--- src/rtl/pig_pkg.sv ---
package pig_pkg;

  // Decision classes for a valid pair
  typedef enum logic [1:0] {
    DEC_PAIR   = 2'd0,
    DEC_HOLD   = 2'd1,
    DEC_SQUASH = 2'd2,
    DEC_SOLO   = 2'd3
  } pair_dec_e;

  localparam int SIZE_CODE_W = 2;
  localparam int MAX_BYTES   = 4;

  // Size code to byte count: 0->1, 1->2, 2 and 3 -> 4
  function automatic logic [2:0] code_to_bytes(input logic [SIZE_CODE_W-1:0] code);
    case (code)
      2'd0:    code_to_bytes = 3'd1;
      2'd1:    code_to_bytes = 3'd2;
      default: code_to_bytes = 3'(MAX_BYTES);
    endcase
  endfunction

endpackage

--- src/rtl/byte_range_overlap.sv ---
module byte_range_overlap
  import pig_pkg::*;
#(
  parameter int AW = 32
) (
  input  logic [AW-1:0]          a_addr,
  input  logic [SIZE_CODE_W-1:0] a_size,
  input  logic [AW-1:0]          b_addr,
  input  logic [SIZE_CODE_W-1:0] b_size,
  output logic                   hit
);
  localparam int EW = AW + 1;

  logic [EW-1:0] a_lo, a_hi, b_lo, b_hi;

  always_comb begin
    a_lo = {1'b0, a_addr};
    b_lo = {1'b0, b_addr};
    a_hi = a_lo + EW'(code_to_bytes(a_size));
    b_hi = b_lo + EW'(code_to_bytes(b_size));
    hit  = (a_lo < b_hi) && (b_lo < a_hi);
  end
endmodule

--- src/rtl/src_dest_match.sv ---
module src_dest_match #(
  parameter int RW   = 5,
  parameter int NSRC = 2
) (
  input  logic               wr_en,
  input  logic [RW-1:0]      dst,
  input  logic [NSRC*RW-1:0] srcs,
  output logic               dep
);
  logic [NSRC-1:0] eq;

  for (genvar g = 0; g < NSRC; g++) begin : g_cmp
    assign eq[g] = (srcs[g*RW +: RW] == dst);
  end

  assign dep = wr_en && (|eq);
endmodule

--- src/rtl/pair_issue_gate.sv ---
module pair_issue_gate
  import pig_pkg::*;
#(
  parameter int AW = 32,
  parameter int RW = 5
) (
  input  logic                   clk,
  input  logic                   rst,
  input  logic                   u_valid,
  input  logic                   u_load,
  input  logic                   u_store,
  input  logic                   u_wr_en,
  input  logic [RW-1:0]          u_dst,
  input  logic [AW-1:0]          u_addr,
  input  logic [SIZE_CODE_W-1:0] u_size,
  input  logic                   v_valid,
  input  logic                   v_load,
  input  logic                   v_store,
  input  logic [2*RW-1:0]        v_src,
  input  logic [AW-1:0]          v_addr,
  input  logic [SIZE_CODE_W-1:0] v_size,
  output logic                   issue_u,
  output logic                   issue_v,
  output logic                   hold_v,
  output logic                   squash_v
);
  localparam int NSRC = 2;

  logic both, u_mem, v_mem, any_st;
  logic ovl_hit, reg_dep, clash;
  pair_dec_e dec;

  byte_range_overlap #(.AW(AW)) u_ovl (
    .a_addr(u_addr), .a_size(u_size),
    .b_addr(v_addr), .b_size(v_size),
    .hit(ovl_hit)
  );

  src_dest_match #(.RW(RW), .NSRC(NSRC)) u_dep (
    .wr_en(u_wr_en), .dst(u_dst), .srcs(v_src), .dep(reg_dep)
  );

  always_comb begin
    both   = u_valid && v_valid;
    u_mem  = u_load || u_store;
    v_mem  = v_load || v_store;
    any_st = u_store || v_store;
    clash  = u_mem && v_mem && any_st && ovl_hit;
    if (!both)                   dec = DEC_SOLO;
    else if (u_store && v_load)  dec = DEC_SQUASH;
    else if (clash || reg_dep)   dec = DEC_HOLD;
    else                         dec = DEC_PAIR;
  end

  always_ff @(posedge clk) begin
    if (rst) begin
      issue_u  <= 1'b0;
      issue_v  <= 1'b0;
      hold_v   <= 1'b0;
      squash_v <= 1'b0;
    end else begin
      issue_u  <= u_valid || v_valid;
      issue_v  <= (dec == DEC_PAIR);
      hold_v   <= (dec == DEC_HOLD);
      squash_v <= (dec == DEC_SQUASH);
    end
  end
endmodule

--- config.mk ---
export PLATFORM = sky130hd
export DESIGN_NAME = pair_issue_gate
export DESIGN_NICKNAME = d
export VERILOG_FILES = /design/src/rtl/pig_pkg.sv /design/src/rtl/byte_range_overlap.sv /design/src/rtl/src_dest_match.sv /design/src/rtl/pair_issue_gate.sv
export SDC_FILE = /design/constraint.sdc
export NUM_CORES = 1
export LEC_CHECK = 0
export BUFFER_PORTS_ARGS = -buffer_cell sky130_fd_sc_hd__buf_2
export CORE_ASPECT_RATIO = 0.5
export CORE_MARGIN = 8
export CORE_UTILIZATION = 50
export CTS_CLUSTER_SIZE = 28
export DETAILED_ROUTE_END_ITERATION = 8
export PLACE_DENSITY = 0.83
export SYNTH_ARGS = -nofsm -noshare
export SYNTH_HDL_FRONTEND = slang
export SYNTH_SLANG_ARGS = --single-unit
--- constraint.sdc ---
create_clock -name clk -period 4.4 [get_ports clk]
set_input_delay 0.44 -clock clk [delete_from_list [all_inputs] [get_ports clk]]
set_output_delay 0.44 -clock clk [all_outputs]
set_load 0.01 [all_outputs]
# == After elaboration in Yosys (flattened, before gate mapping) ==
# Cells that the tools add are included.
# totals
register_bits,4
input_bits,92
out_inout_bits,4
word_cells,35
# classes
add_sub_neg,2
n_lt_le_gt_ge,2
eq_ne,6
muxes,5
reduce_logical,16
# op_table
operator,n
$add 32x3->33,2
$lt 32x33->1,2
$pmux 3 s2,2
$eq 5x5->1,2
$logic_and 1x1->1,7
$eq 2x1->1 const B,3
$logic_not 2->1,3
$logic_or 1x1->1,5
$mux 2,2
$eq 2x2->1 const B,1
$reduce_or 2->1,1
$mux 1,1

# == Depth between registers and ports, before layout ==
# logic_depth
word_depth,11
mapped_depth,18

# == Modules after synthesis ==
# From an unflattened synthesis, not the netlist that was laid out.
# unflattened
hier_cells,374
area_unflattened_um2,2882.8
# modules_own_cells
mod,n_inst,cells_per_inst,area_per_inst_um2,seq_area_each_um2
byte_range_overlap,1,346,2622.5,0.0
pair_issue_gate,1,13,146.4,80.1
src_dest_match,1,15,113.9,0.0

# == Worst setup path after synthesis ==
# Ideal clock, no wire load.
# synth_path
kind,input to register
from,input v_size[0]
to,register hold_v
setup_time_ps,116
t_arrival_ps,3555
path_slack_ps,729
stages,17
path_buffers,0
cell_sequence,nor2_1 > ha_1 > fa_1 > a21oi_1 > nor2b_1 > nor2b_2 > and3_1 > and3_1 > xnor2_1 > ha_1 > a211o_1 > o211ai_1 > a211o_1 > a2111oi_0 > o31ai_1 > a211o_1 > and4_1
# synth_via
elab_chain_len,11
word_cells_on_any_way,12
# synth_rtl
element,line_no,rtl
start: declaration,pair_issue_gate.sv:21,"input logic [SIZE_CODE_W-1:0] v_size,"
$eq 2x1->1 or $logic_not 2->1 (tied branches),pig_pkg.sv:16,case (code)
$pmux 3 s2 *,pig_pkg.sv:16,
$add 32x3->33 *,byte_range_overlap.sv:20,b_hi = b_lo + EW'(code_to_bytes(b_size));
$lt 32x33->1 *,byte_range_overlap.sv:21,hit = (a_lo < b_hi) && (b_lo < a_hi);
$logic_and 1x1->1 *,byte_range_overlap.sv:21,
$logic_and 1x1->1 *,pair_issue_gate.sv:48,clash = u_mem && v_mem && any_st && ovl_hit;
$logic_or 1x1->1 *,pair_issue_gate.sv:51,else if (clash || reg_dep) dec = DEC_HOLD;
$mux 1 *,pair_issue_gate.sv:51,
$mux 2 *,pair_issue_gate.sv:50,else if (u_store && v_load) dec = DEC_SQUASH;
$mux 2 *,pair_issue_gate.sv:49,if (!both) dec = DEC_SOLO;
$eq 2x1->1 *,pair_issue_gate.sv:64,hold_v <= (dec == DEC_HOLD);
end signal: assignment,pair_issue_gate.sv:64,
end: declaration,pair_issue_gate.sv:24,"output logic hold_v,"
# Mark *: on every way between the ends. The rest lies on a longest branch, timed or not.
# A chain may end at the register's enable or synchronous reset.

# == Final worst setup path ==
# layout_path
from,input v_size[1]
to,register hold_v
# Same word-level chain as after synthesis.

==> summary.md <==
| Metric | Value |
|---|---|
| Commonest non-fill, non-tap cell in the layout | buf_2 |
| Endpoint, Worst Hold | issue_u |
| CTS H-tree depth | 1 |
| Drt pass-1 iters | 6 |
| VDD IR max | 0.118 mV |
| Final Max Slew Viols | 0 |
| Seq cells post-synth | 4 |
| Die area | 8610 sq um |
| Syn Area/Cell | 7.76 sq um |
| Wl on met1 | 3600 microns |
| Status | completed |
| Post-synth top flop | dfxtp_1 |
| Diode count | 0 |
| Critical path endpoint category | flop |
| Gpl congestion | 0.870 |
| Most frequent cells in the layout | 95 x buf_2, 68 x ha_1, 47 x xor2_1 |
| EDFF count, synth | 0 |
| Top cell type's share of synthesized area | 29.5% |
| Critical path class | input port to flop |
| Total power per unit cell area | 129 nW/um^2 |
| I/O pin count | 96 |
| Met3 wire len | 330 microns |
| Final period util | 90.9% |
| Dpl hpwl | 7080 microns |
| Mapped Nets | 534 |
| Layout Nets | 631 |
| CP peak stage delay | 390 ps |
| Max Buffers Root-to-Sink | 2 |
| DR vias/cell | 5.73 |
| Clock transition at path regs | 30 ps |
| Post_cts resized | 0 |
| Total track usage | 18.2% |
| Post-Syn Instances | 372 |
| Overflow after GRT | 0 |
| DR vias | 3,094 |
| Crit Path Max Fanout | 7 |
| Number of antenna violations at the first check in global routing | 0 |
| Max Fclk | 0.250 GHz |
| Syn. warnings | 0 |
| Slowest stage cell, crit path | and4_1 |
| Worst Tran Pin Value | 533 ps |
| Max Cap Viol | 0 |
| Die H | 69.7 microns |
| DP Area | 3440 sq um |
| TritonCTS Buffers | 3 |
| CP Launch Type | input port |
| Area delta synth->final | 21.8% |
| First-pass GRT wire length | 13,300 microns |
| CP arrival | 4110 ps |
| Min cycle time layout | 4000 ps |
| Clock sinks | 4 |
| Antenna viol nets, final | 0 |
| Routed wire per std cell | 14.8 microns |
| Count of input and output buffers | 95 |
| Vias in the first global route | 3,052 |
| Worst Path Required | 4510 ps |
| Sequential-to-total area share from yosys stat | 2.77% |
| Fraction of registers with async set or reset after synthesis | 0% |
| Root buffer cell | clkbuf_16 |
| Mapped Area | 2890 sq um |
| RSZ-0062 raised after global routing | false |
| Final hold viol count | 0 |
| Top sig layer | met4 |
| Hold_sp | rst |
| Final wirelength | 8020 microns |
| Crit path cell chain | buf_2 > nor2_1 > ha_1 > fa_1 > a21oi_1 > nor2b_1 > nor2b_2 > and4_1 > nand3_1 > xor2_1 > ha_1 > nand4_1 > a211o_1 > a2111oi_0 > o31ai_1 > a211o_1 > and4_1 |
| Metal2 WL | 4000 microns |
| Worst Hold Class | input port to flop |
| Netlist cell types | 48 |
| Effective utilization at floorplan | 52.3% |
| Layout cells sized above 1 | 23.3% |
| Core Rows | 19 |
| Setup violations, final | 0 |
| Post-route DRC | 0 |
| Setup bufs post-CTS | 0 |
| Largest area contributor in the netlist | ha_1 |
| Leakage power figure | 1.62 nW |
| Worst slew margin | 63.9% |
| CTS Hold Bufs | 0 |
| Largest net degree at the start of global routing | 9 |
| Fin Setup TNS | 0 ps |
| TritonCTS clock tree | built |
| Synth top area cells | ha_1 29%, xor2_1 14%, xnor2_1 7.0% |
| Hold depth | 2 |
| Chip width | 123 microns |
| DR iter-0 viols | 147 |
| Design area | 3510 sq um |
| Core area | 5520 sq um |
[layer usage]
| metal | track usage, % | vias up |
|---|---|---|
| li1 | - | 1583 |
| met1 | 22.3 | 1438 |
| met2 | 32.8 | 63 |
| met3 | 1.95 | 10 |
| met4 | 4.64 | 0 |
| met5 | 0 | - |
[worst max-delay path: cells and delay by family]
family          cells  cell delay [ps]
simple gates        7             1480
compound gates      5             1220
fa+ha+maj           3              690
xor+xnor            1              170
buf+inv             1              110
[metrics by stage]
stage               hold WS, ps  std cells  power [mW]  setup WS, ps  util (%)
global placement            635        537       0.306           413      62.4
global route                413        540       0.501           133      63.7
floorplan                   512        372       0.198           729         -
detailed placement          639        537       0.313           243      62.4
finish                      416        540       0.454           402      63.7
CTS                         408        540       0.456           447      63.7
[worst max-delay path by stage]
| stage | from | slack (ps) | depth (start not counted) | endpoint |
|---|---|---|---|---|
| 3_3_place_gp | v_size[0] | 410 | 17 | hold_v |
| 4_1_cts | v_size[1] | 450 | 17 | hold_v |
| 3_5_place_dp | v_size[1] | 240 | 17 | hold_v |
| 5_1_grt | v_size[1] | 130 | 17 | hold_v |
| 6_report | v_size[1] | 400 | 17 | hold_v |
| 2_1_floorplan | v_size[0] | 730 | 17 | hold_v |
[flip-flops by register name, summed over array words and instances (netlist names)]
signal    count
hold_v        1
issue_u       1
squash_v      1
issue_v       1
[cells in the mapped netlist, types with 2 or more instances]
cell,count
xor2_1,47
fa_1,2
nor2_1,22
a31oi_1,2
inv_1,5
ha_1,68
a21oi_1,28
a21o_1,7
buf_2,2
inv_2,2
nand4_1,21
and4_1,12
o21ai_0,14
nand3_1,24
a211o_1,3
xnor2_1,23
and3_1,12
dfxtp_1,4
nor3_1,5
nor2b_1,5
nor3_2,2
nand2_1,36
[where the power goes]
part	total [mW]	switching [mW]	leakage (nW)	internal, mW
registers	0.0384	0.000501	0.0327	0.0379
logic	0.275	0.149	1.55	0.126
clock network	0.141	0.0246	0.0370	0.116
[area by class of cell]
| type | instances | area [sq um] |
|---|---|---|
| well taps | 73 | 91.3 |
| clock buffers | 3 | 75.1 |
| flip-flops and latches | 4 | 80.1 |
| fillers | 505 | 2000 |
| repair buffers | 95 | 475 |
| inverters | 7 | 26.3 |
| multi-input cells | 358 | 2770 |
[cells by family after synthesis]
group	after synthesis	share of synthesized area (%)
adders and majority gates	70	30.9
and+or+nand+nor	149	29.1
AOI/OAI and AO/OA	69	14.6
buffers and inverters	10	1.39
DFF	4	2.77
xor gates and xnor gates	70	21.2
(Power assumes the default switching activity.)
